<file path="src/rtl/apcfg_pkg.sv">
package apcfg_pkg;

    typedef enum logic [0:0] {ST_IDLE, ST_RESP} rd_state_e;

    localparam logic [7:0] OFF_STATUS  = 8'h07;
    localparam logic [7:0] OFF_BASE_LO = 8'h12;
    localparam logic [7:0] OFF_BASE_HI = 8'h13;
    localparam logic [7:0] OFF_CAPPTR  = 8'h34;
    localparam logic [7:0] OFF_GATE    = 8'h90;
    localparam logic [7:0] OFF_APSIZE  = 8'hBC;

    // {writable, keep-mask} for registers with no gate and no side effect
    function automatic logic [8:0] plain_mask(input logic [7:0] off);
        logic [8:0] r;
        r = 9'h000;
        case (off) inside
            8'h04, 8'h42, [8'h44:8'h45], [8'h47:8'h49], [8'h4B:8'h4F],
            [8'h51:8'h53], [8'h56:8'h5C], 8'h5E, [8'h60:8'h71],
            [8'h84:8'h85], [8'h87:8'h8A], [8'h8C:8'h91], 8'hBB,
            [8'hBE:8'hBF], [8'hC1:8'hC3], [8'hC8:8'hC9], [8'hD2:8'hD3],
            8'hED, 8'hEF, [8'hF5:8'hF6]:  r = 9'h1FF;
            8'h05:                         r = 9'h101;
            8'h0D, 8'h4A:                  r = 9'h1F8;
            8'h40, 8'h41:                  r = 9'h17F;
            8'h43:                         r = 9'h1F7;
            8'h46, 8'hBD:                  r = 9'h1F0;
            8'h50:                         r = 9'h171;
            8'h54:                         r = 9'h13C;
            8'h55:                         r = 9'h11F;
            8'h5D:                         r = 9'h117;
            8'h5F:                         r = 9'h1C1;
            8'h72:                         r = 9'h1C7;
            8'h73:                         r = 9'h11F;
            8'h86:                         r = 9'h10F;
            8'h8B:                         r = 9'h13F;
            8'hB8, 8'hB9:                  r = 9'h103;
            8'hC0:                         r = 9'h190;
            8'hD1:                         r = 9'h1F1;
            8'hEA, 8'hEB:                  r = 9'h1CF;
            8'hEC:                         r = 9'h13F;
            8'hEE:                         r = 9'h13E;
            8'hF3:                         r = 9'h108;
            8'hF7:                         r = 9'h143;
            default:                       r = 9'h000;
        endcase
        return r;
    endfunction

    function automatic logic [7:0] reset_byte(input logic [7:0] off,
                                              input logic [15:0] vid,
                                              input logic [15:0] did);
        logic [7:0] r;
        case (off)
            8'h00, 8'h2C: r = vid[7:0];
            8'h01, 8'h2D: r = vid[15:8];
            8'h02, 8'h2E: r = did[7:0];
            8'h03, 8'h2F: r = did[15:8];
            8'h04, 8'h0B: r = 8'h06;
            8'h07:        r = 8'h04;
            8'h0D:        r = 8'h20;
            8'h34:        r = 8'hB0;
            8'h91:        r = 8'h13;
            8'hE0:        r = 8'h01;
            default:      r = 8'h00;
        endcase
        return r;
    endfunction

endpackage

</file>
<file path="src/rtl/apcfg_ap_mask.sv">
module apcfg_ap_mask #(
    parameter int BASE_W = 16,
    parameter int CODE_W = 4
) (
    input  logic [CODE_W-1:0] code,
    output logic [BASE_W-1:0] mask
);
    localparam int SMALL_LO = 1;
    localparam int SMALL_HI = 4;
    localparam int LARGE_LO = 6;
    localparam int LARGE_HI = 10;
    localparam logic [BASE_W-1:0] SMALL_SEED = {{(BASE_W-4){1'b1}}, 4'h0};
    localparam logic [BASE_W-1:0] LARGE_SEED = {{(BASE_W-8){1'b1}}, 8'h00};

    always_comb begin
        mask = '0;
        if (int'(code) >= SMALL_LO && int'(code) <= SMALL_HI)
            mask = SMALL_SEED << (int'(code) - SMALL_LO);
        else if (int'(code) >= LARGE_LO && int'(code) <= LARGE_HI)
            mask = LARGE_SEED << (int'(code) - LARGE_LO);
    end
endmodule

</file>
<file path="src/rtl/apcfg_wr_decode.sv">
module apcfg_wr_decode
    import apcfg_pkg::*;
#(
    parameter int BASE_W = 16
) (
    input  logic [7:0]        offset,
    input  logic [7:0]        wdata,
    input  logic [7:0]        cur_byte,
    input  logic [3:0]        gate_bits,  // {bit5, bit2, bit1, bit0} of the gate register
    input  logic [3:0]        size_cur,
    input  logic [BASE_W-1:0] base_cur,
    output logic              wr_hit,
    output logic [7:0]        wr_byte,
    output logic              base_upd,
    output logic [BASE_W-1:0] base_next
);
    logic [8:0]        pm;
    logic [3:0]        size_sel;
    logic [BASE_W-1:0] base_raw;
    logic [BASE_W-1:0] ap_mask;

    apcfg_ap_mask #(.BASE_W(BASE_W), .CODE_W(4)) u_mask (
        .code (size_sel),
        .mask (ap_mask)
    );

    always_comb begin
        pm       = plain_mask(offset);
        wr_hit   = pm[8];
        wr_byte  = wdata & pm[7:0];
        base_upd = 1'b0;
        size_sel = size_cur;
        base_raw = base_cur;
        case (offset) inside
            OFF_STATUS: begin
                wr_hit  = 1'b1;
                wr_byte = cur_byte & ~(wdata & 8'hF8);
            end
            OFF_BASE_LO: begin
                wr_hit   = 1'b1;
                wr_byte  = wdata & 8'hC0;
                base_upd = 1'b1;
                base_raw = {base_cur[BASE_W-1:8], wdata & 8'hC0};
            end
            OFF_BASE_HI: begin
                wr_hit   = 1'b1;
                wr_byte  = wdata;
                base_upd = 1'b1;
                base_raw = {wdata, base_cur[7:0]};
            end
            OFF_APSIZE: begin
                wr_hit   = 1'b1;
                wr_byte  = wdata & 8'h0F;
                base_upd = 1'b1;
                size_sel = wdata[3:0];
            end
            [8'h2C:8'h2F], 8'hB7: begin wr_hit = gate_bits[0]; wr_byte = wdata; end
            8'hB4: begin wr_hit = gate_bits[0]; wr_byte = wdata & 8'h03; end
            8'hB5: begin wr_hit = gate_bits[0]; wr_byte = wdata & 8'h02; end
            OFF_CAPPTR: begin wr_hit = gate_bits[1]; wr_byte = wdata; end
            8'hE0, 8'hE1, 8'hE5, 8'hE7: begin wr_hit = gate_bits[3]; wr_byte = wdata; end
            8'hE2: begin wr_hit = gate_bits[3]; wr_byte = wdata & 8'h3F; end
            8'hE3: begin wr_hit = gate_bits[3]; wr_byte = wdata & 8'hFE; end
            8'hE4: begin wr_hit = gate_bits[3]; wr_byte = wdata & 8'h03; end
            8'hE6: begin wr_hit = gate_bits[3]; wr_byte = wdata & 8'hC0; end
            8'hE8, 8'hE9: begin wr_hit = gate_bits[2]; wr_byte = wdata; end
            default: ;
        endcase
        base_next = base_raw & ap_mask;
    end
endmodule

</file>
<file path="src/rtl/apcfg_space.sv">
module apcfg_space
    import apcfg_pkg::*;
#(
    parameter logic [15:0] VENDOR_ID = 16'h1E3C,
    parameter logic [15:0] DEVICE_ID = 16'h07B2
) (
    input  logic       clk,
    input  logic       rst_n,
    input  logic       wr_en,
    input  logic       rd_en,
    input  logic [7:0] offset,
    input  logic [7:0] wdata,
    output logic [7:0] rdata,
    output logic       rd_valid
);
    localparam int NREGS  = 256;
    localparam int BASE_W = 16;

    logic [7:0]        regs [NREGS];
    rd_state_e         state_q, state_d;
    logic              wr_hit, base_upd;
    logic [7:0]        wr_byte;
    logic [BASE_W-1:0] base_next;
    logic [7:0]        gate_q, status_q, capptr_q;
    logic [BASE_W-1:0] base_q;
    logic [3:0]        size_q;

    assign gate_q   = regs[OFF_GATE];
    assign status_q = regs[OFF_STATUS];
    assign capptr_q = regs[OFF_CAPPTR];
    assign base_q   = {regs[OFF_BASE_HI], regs[OFF_BASE_LO]};
    assign size_q   = regs[OFF_APSIZE][3:0];

    apcfg_wr_decode #(.BASE_W(BASE_W)) u_dec (
        .offset    (offset),
        .wdata     (wdata),
        .cur_byte  (regs[offset]),
        .gate_bits ({gate_q[5], gate_q[2], gate_q[1], gate_q[0]}),
        .size_cur  (size_q),
        .base_cur  (base_q),
        .wr_hit    (wr_hit),
        .wr_byte   (wr_byte),
        .base_upd  (base_upd),
        .base_next (base_next)
    );

    always_ff @(posedge clk) begin
        if (!rst_n) begin
            for (int i = 0; i < NREGS; i++)
                regs[i] <= reset_byte(8'(i), VENDOR_ID, DEVICE_ID);
        end else if (wr_en) begin
            if (wr_hit)
                regs[offset] <= wr_byte;
            if (base_upd) begin
                regs[OFF_BASE_LO] <= base_next[7:0];
                regs[OFF_BASE_HI] <= base_next[15:8];
            end
        end
    end

    // read-response state register
    always_ff @(posedge clk) begin
        if (!rst_n) state_q <= ST_IDLE;
        else        state_q <= state_d;
    end

    always_comb begin
        state_d = state_q;
        unique case (state_q)
            ST_IDLE: if (rd_en)  state_d = ST_RESP;
            ST_RESP: if (!rd_en) state_d = ST_IDLE;
        endcase
    end

    // outputs
    always_ff @(posedge clk) begin
        if (!rst_n)     rdata <= '0;
        else if (rd_en) rdata <= regs[offset];
    end

    assign rd_valid = (state_q == ST_RESP);
endmodule

</file>
<file path="config.mk">
export PLATFORM = sky130hd
export DESIGN_NAME = apcfg_space
export DESIGN_NICKNAME = d
export VERILOG_FILES = /design/src/rtl/apcfg_pkg.sv /design/src/rtl/apcfg_ap_mask.sv /design/src/rtl/apcfg_wr_decode.sv /design/src/rtl/apcfg_space.sv
export SDC_FILE = /design/constraint.sdc
export NUM_CORES = 2
export LEC_CHECK = 0
export CAP_MARGIN = 5
export CORE_MARGIN = 2
export CORE_UTILIZATION = 35
export DETAILED_ROUTE_END_ITERATION = 8
export PLACE_DENSITY = 0.54
export SYNTH_ARGS = -nofsm -noshare
export SYNTH_HDL_FRONTEND = slang
export SYNTH_SLANG_ARGS = --single-unit
export TNS_END_PERCENT = 10
</file>
<file path="constraint.sdc">
create_clock -name clk -period 3.4 [get_ports clk]
set_clock_uncertainty 0.2 [all_clocks]
set_input_delay 0.34 -clock clk [delete_from_list [all_inputs] [get_ports clk]]
set_output_delay 0.34 -clock clk [all_outputs]
set_load 0.02 [all_outputs]
</file>
* Yosys cells after proc, flatten, opt, wreduce, memory -nomap -nowiden
Memory sizes are Yosys's and may differ from the RTL's.
Cells that the tools add are included.
** Storage, ports and cells
- Bits in registers :: 9
- Memories kept :: 1
- Memory bits (writable) :: 2048
- Output and inout bits :: 9
** Operators by class
- Add/sub/neg operators :: 2
- $lt $le $gt $ge :: 34
- Muxes and demuxes :: 90
- Shift operators :: 2
- Eq/ne operators :: 53
- Reduce and logical (&&, ||, !) cells :: 27
- Bitwise logic cells :: 12
** Memories
- regs :: depth 256, width 8, read ports 5, clocked after memory_dff 0, write ports 256, RTL line apcfg_space.sv:19 : logic [7:0] regs [NREGS];
** Operator list (count)
- 8-bit == test (second input constant) :: 32
- 8-bit two-way mux :: 29
- 9-bit two-way mux :: 23
- 8-bit by 7-bit == test with 1-bit output (second input constant) :: 14
- 16-bit two-way mux :: 5
- 8-bit >= comparator (second input constant) :: 8
- 8-bit <= comparator (second input constant) :: 8
- 16-bit by 32-bit << shifter with 16-bit output (first input constant) :: 2
- 8-bit by 7-bit >= comparator with 1-bit output (second input constant) :: 6
- 8-bit by 7-bit <= comparator with 1-bit output (second input constant) :: 6
- 1-bit two-way mux :: 29
- 8-bit by 3-bit == test with 1-bit output (second input constant) :: 3
- 20-bit OR reduction :: 1
- 1-bit logical AND :: 17
- 16-bit AND :: 1
- 8-bit AND :: 2
- 8-bit by 5-bit == test with 1-bit output (second input constant) :: 2
- 4-bit two-way mux :: 4
- 2-bit OR reduction :: 7
- 8-bit by 4-bit == test with 1-bit output (second input constant) :: 1
- 8-bit by 6-bit == test with 1-bit output (second input constant) :: 1
- 8-bit by 6-bit >= comparator with 1-bit output (second input constant) :: 1
- 8-bit by 6-bit <= comparator with 1-bit output (second input constant) :: 1
- 8-bit NOT :: 1
- other kinds (11) :: 16

* Depth between registers and ports, before layout
- Depth in word-level cells :: 46
- Depth in mapped cells :: 16
- Depth with buffers taken out :: 11

* Hierarchy
From an unflattened synthesis, not the netlist that was laid out.
** Second synthesis, totals
- Cells, all modules :: 6823
- Area total of the unflattened synthesis :: 97459.7 um^2
** Modules (own cells, without submodules)
- apcfg_space :: cells an instance 6474, times used 1, area each 95203.8 um^2, sequential area each 61679.2 um^2
- apcfg_wr_decode :: cells an instance 279, times used 1, area each 1711.6 um^2, sequential area each 0.0 um^2
- apcfg_ap_mask :: cells an instance 70, times used 1, area each 544.3 um^2, sequential area each 0.0 um^2

* Least setup slack after synthesis
Ideal clock, no wire load.
- Kind :: input-to-reg
- Start :: input port offset[4]
- End :: memory regs[228][0] (enable)
- Library setup time :: 384 ps
- Stages on the path :: 8
- Slack :: -368 ps
- Data required time :: 2816 ps
- Arrival :: 3183 ps
- Path through :: or4b_2 clkbuf_1 a2111oi_2 nor4_4 a31oi_2 buf_2 o21ai_0 o21ai_0
** RTL lines
- start, declared :: RTL line apcfg_space.sv:11 : input logic [7:0] offset,
- end, declared :: RTL line apcfg_space.sv:19

==> tab_implementation.tex <==
\begin{tabular}{lr}
\hline
Metric & Value \\
\hline
\multicolumn{2}{l}{\textbf{Cells and area}} \\
\quad Cell area after layout & roughly 110,000 sq um \\
\quad Nets@finish & $\sim$7k \\
\quad Layout area overhead & 27.4\% \\
\quad Fraction of layout instances using a drive strength above 1 & 25.5\% \\
\quad Filler cell count in the final layout & between 20k and 25k \\
\multicolumn{2}{l}{\textbf{Synth}} \\
\quad Synth Instances & 5,049 \\
\quad Sequential-to-total area share from yosys stat & a little under three quarters \\
\quad Number of warnings issued by yosys & 0 \\
\quad Most common cell in the netlist & sky130\_fd\_sc\_hd\_\_edfxtp\_1 \\
\quad Largest area contributor in the synthesized netlist & sky130\_fd\_sc\_hd\_\_edfxtp\_1 \\
\quad Top cell type's share of synthesized area & 71.4\% \\
\quad Fraction of registers with async set/reset & 0\% \\
\quad Leading cell types by total area after synthesis & sky130\_fd\_sc\_hd\_\_edfxtp\_1 71\%, sky130\_fd\_sc\_hd\_\_mux4\_2 13\%, sky130\_fd\_sc\_hd\_\_nor2\_1 3.3\% \\
\quad Mean instance size in the synthesized netlist & 17.1 sq um \\
\quad Top post-synthesis cells by count & 2,048 x sky130\_fd\_sc\_hd\_\_edfxtp\_1, 750 x sky130\_fd\_sc\_hd\_\_nor2\_1, 496 x sky130\_fd\_sc\_hd\_\_mux4\_2, 355 x sky130\_fd\_sc\_hd\_\_nand2\_1, 159 x sky130\_fd\_sc\_hd\_\_inv\_1 \\
\quad Number of flops mapped to enable cells by yosys & $\sim$2k \\
\quad Synthesized area & between 80,000 and 90,000 sq um \\
\quad Commonest register cell after synthesis & sky130\_fd\_sc\_hd\_\_edfxtp\_1 \\
\quad Post-synthesis cell type count & 86 \\
\quad \#FFs+latches synth & between 2k and 2.5k \\
\multicolumn{2}{l}{\textbf{Timing}} \\
\quad Worst rel slew slack & 13.3\% \\
\quad Top achievable clock speed & slightly below 300 MHz \\
\quad Share of the clock period used by the worst path after layout & 99.8\% \\
\quad Final setup violating endpoints & 0 \\
\quad Actual slew at the worst max-slew pin & approximately 1300 ps \\
\quad Period minus WS final & about 3400 ps \\
\quad Final-report max-slew violation count & 0 \\
\quad Count of endpoints failing hold in the final timing report & 0 \\
\quad Unrepaired setup endpoints after global routing & true \\
\multicolumn{2}{l}{\textbf{Detailed routing}} \\
\quad Average detailed-routed wire length per instance & between 20 and 30 um \\
\quad DR DRC count & 0 \\
\quad Via total after detailed routing & around 53k \\
\quad Final Routed Wirelength & 284 mm \\
\quad Post-DR vias/cell & around 5 \\
\quad Post-route antenna net violation count & 0 \\
\quad Number of DRC markers in iteration 0 & between 6k and 7k \\
\quad Length of the first detailed-routing pass in iterations & 5 \\
\multicolumn{2}{l}{\textbf{Die}} \\
\quad Effective utilization at floorplan & 35.1\% \\
\quad Number of top-level pins & 29 \\
\quad Width of the chip & 500 um \\
\quad Std-Cell Rows & approximately 180 \\
\quad Core box area & 245,000 sq um \\
\quad Overall die area & $\sim$250,000 sq um \\
\quad Die Y & $\sim$500 um \\
\multicolumn{2}{l}{\textbf{Setup path}} \\
\quad Capture point of the worst path & regs[109][0]\$\_SDFFCE\_PN0P\_ \\
\quad Kind of start point of the critical path & register \\
\quad Ordered list of cells on the worst path & mux4\_2 > mux2i\_1 > buf\_4 > o22ai\_1 > o21ai\_1 > buf\_4 > nand2\_4 > buf\_4 > a211o\_1 > a21boi\_4 > buf\_4 > buf\_12 > buf\_12 > nor2\_1 \\
\quad Cell type with the highest occurrence count on the critical path & sky130\_fd\_sc\_hd\_\_buf\_4 \\
\quad Critical-path maximum fanout & 10 \\
\quad Crit path kind & register to register \\
\quad Reg2Reg Launch Point & regs[19][0]\$\_DFFE\_PP\_ \\
\quad Reg2Reg Setup Slack & roughly 6.4 ps \\
\quad Endpoint kind of the worst setup timing path & register \\
\quad Largest incremental delay on the critical path & about 480 ps \\
\quad Register-to-Register Path Depth & 14 \\
\quad Endpoint required time on the critical path & 3800 ps \\
\quad Crit path buf inv count & 6 \\
\quad WP data arrival & between 3000 and 4000 ps \\
\quad Standard cell with the maximum stage delay on the critical path & sky130\_fd\_sc\_hd\_\_mux4\_2 \\
\quad Critical path depth in cells & 14 \\
\quad Family with the most delay on the worst path & buffers and inverters \\
\quad Critical R2R Capture & regs[109][0]\$\_SDFFCE\_PN0P\_ \\
\quad Startpoint of the worst setup timing path & regs[19][0]\$\_DFFE\_PP\_ \\
\multicolumn{2}{l}{\textbf{Place}} \\
\quad Final weighted congestion in routability-driven placement & around 0.97 \\
\quad Port-buffer cells & 28 \\
\quad Post-DP HPWL & roughly 200 mm \\
\quad Instance area after placement & approximately 100,000 sq um \\
\multicolumn{2}{l}{\textbf{Hold path}} \\
\quad Number of stages on the worst hold path & 3 \\
\quad Worst Hold Class & primary input to register \\
\multicolumn{2}{l}{\textbf{GRT}} \\
\quad GRT Overall Usage & between 20\% and 30\% \\
\quad Number of global-route vias before repair & $\sim$53k \\
\quad GR Overflow Total & 0 \\
\quad Largest net degree at the start of global routing & between 100 and 150 \\
\quad Global-route wire length before repair & about 400 mm \\
\quad Number of antenna violations at the first check in global routing & 13 \\
\multicolumn{2}{l}{\textbf{Clocking}} \\
\quad Clock slew at reported path FFs & roughly 60 ps \\
\quad Clock latency of the later-clocked register in the worst-skew pair & 900 ps \\
\quad Level count of the clock H-tree & 4 \\
\quad Number of buffers on the longest clock path & 3 \\
\quad CTS tree & done \\
\quad Num CTS Buffers & $\sim$220 \\
\quad Count of clock tree sinks & about 2.1k \\
\quad Clock Tree Root & sky130\_fd\_sc\_hd\_\_clkbuf\_16 \\
\multicolumn{2}{l}{\textbf{Power}} \\
\quad Worst VDD drop & approximately 0.52 mV \\
\quad Pwr Density & 540 nW/um\^{}2 \\
\quad Power, Total & 59.3 mW \\
\quad Leakage & between 40 and 50 nW \\
\multicolumn{2}{l}{\textbf{Status}} \\
\quad Result of the run & completed \\
\multicolumn{2}{l}{\textbf{Run}} \\
\quad Number of violations of the max-capacitance limit & 0 \\
\hline
\end{tabular}
-- final cells by class --
cell class | instances | area [sq um] | share of cell area, %
Sequential cell | 2057 | 61700 | 56.2
Inverter | 164 | 622 | 0.567
Antenna cell | 4 | 10.0 | 0.00912
Tap cell | 3220 | 4030 | 3.67
Timing Repair Buffer | 992 | 9690 | 8.83
Clock buffer | 278 | 5670 | 5.17
Clock inverter | 115 | 1060 | 0.970
Multi-Input combinational cell | 3728 | 27000 | 24.6
-- state kept, by name, summed over array words and instances (netlist names) --
signal,cells
regs,2048
rd_valid,1
rdata,8
-- kinds of logic after synthesis --
| logic type | Yosys count | share of synthesized area [%] |
|---|---|---|
| flip-flops | 2057 | 71.6 |
| other | 2 | 0.00872 |
| AND/OR/NAND/NOR | 1415 | 7.05 |
| adder cells (fa/ha/maj) | 9 | 0.131 |
| multiplexers | 656 | 14.8 |
| AO/OA/AOI/OAI | 393 | 3.27 |
| buffers and inverters | 516 | 3.08 |
| XOR/XNOR | 1 | 0.0102 |
-- routing by layer --
| metal | wire length, um | up-vias | GRT usage [%] |
|---|---|---|---|
| li1 | - | 22700 | - |
| met1 | 115000 | 27100 | 30.5 |
| met2 | 131000 | 2417 | 35.3 |
| met3 | 23100 | 625 | 4.24 |
| met4 | 14400 | 8 | 9.82 |
| met5 | 55 | - | 0 |
-- power breakdown --
group          internal [mW]  switching, mW  leakage (nW)
logic                   2.54           3.80          17.5
registers               29.7          0.471          19.9
clock network           12.7           10.0          3.27
-- worst min-delay path, stage by stage --
cell                              delay [ps]
sky130_fd_sc_hd__clkdlybuf4s50_1         450
sky130_fd_sc_hd__mux2i_1                 150
sky130_fd_sc_hd__a311oi_1                 80
-- worst min-delay path by stage --
stage | startpoint | endpoint | slack [ps]
5_1_grt | wdata[4] | regs[19][4]$_DFFE_PP_ | 80
3_5_place_dp | rdata[0]$_SDFFE_PN0P_ | rdata[0]$_SDFFE_PN0P_ | 350
3_3_place_gp | rdata[0]$_SDFFE_PN0P_ | rdata[0]$_SDFFE_PN0P_ | 290
2_1_floorplan | rd_en | rd_valid$_SDFF_PN0_ | 380
6_report | wdata[4] | regs[19][4]$_DFFE_PP_ | 80
4_1_cts | offset[4] | rdata[5]$_SDFFE_PN0P_ | 20
-- stage by stage --
step	cells	TNS, ps	utilization, %	setup WS [ps]	hold slack [ps]
final	10600	0	44.7	6.40	84.4
after global routing	10600	-808	44.7	-52.5	79.4
after CTS	10500	0	44.6	4.43	20.3
after detailed placement	10100	-537670	41.8	-1070	346
after global placement	10100	-541760	41.8	-1050	292
after floorplan	6301	-10850	-	-85.2	384
-- placed cells by master (no fill, tap or decap), types with 12 or more instances in the layout --
cell	netlist	final
sky130_fd_sc_hd__mux2_2	14	14
sky130_fd_sc_hd__nor3_1	74	72
sky130_fd_sc_hd__o211ai_1	14	14
sky130_fd_sc_hd__conb_1	2	1254
sky130_fd_sc_hd__bufinv_16	0	12
sky130_fd_sc_hd__mux4_2	496	496
sky130_fd_sc_hd__mux2i_1	146	139
sky130_fd_sc_hd__o22ai_1	26	25
sky130_fd_sc_hd__inv_1	159	155
sky130_fd_sc_hd__edfxtp_1	2048	2048
sky130_fd_sc_hd__nand2_1	355	353
sky130_fd_sc_hd__a221oi_1	15	13
sky130_fd_sc_hd__clkbuf_16	0	222
sky130_fd_sc_hd__clkinv_2	0	34
sky130_fd_sc_hd__clkinv_1	4	55
sky130_fd_sc_hd__nor2_2	9	15
sky130_fd_sc_hd__a21oi_1	66	64
sky130_fd_sc_hd__a31oi_1	22	19
sky130_fd_sc_hd__clkbuf_1	127	60
sky130_fd_sc_hd__a32oi_1	14	13
sky130_fd_sc_hd__buf_4	59	787
sky130_fd_sc_hd__a211oi_1	13	13
sky130_fd_sc_hd__buf_12	0	163
sky130_fd_sc_hd__a22oi_1	70	68
sky130_fd_sc_hd__nor2_1	750	744
sky130_fd_sc_hd__nand3_1	71	70
sky130_fd_sc_hd__o21ai_0	50	37
sky130_fd_sc_hd__nand2b_1	32	32
sky130_fd_sc_hd__nand4_1	23	23
sky130_fd_sc_hd__clkdlybuf4s50_1	0	19
-- repair_timing --
action	CTS	global route
hold buffers	2	0
endpoints found under the setup margin	292	268
resized for setup	31	24
endpoints found under the hold margin	143	0
cloned	1	5
setup buffers	4	10
pin swaps	9	11
(Power assumes the default switching activity.)
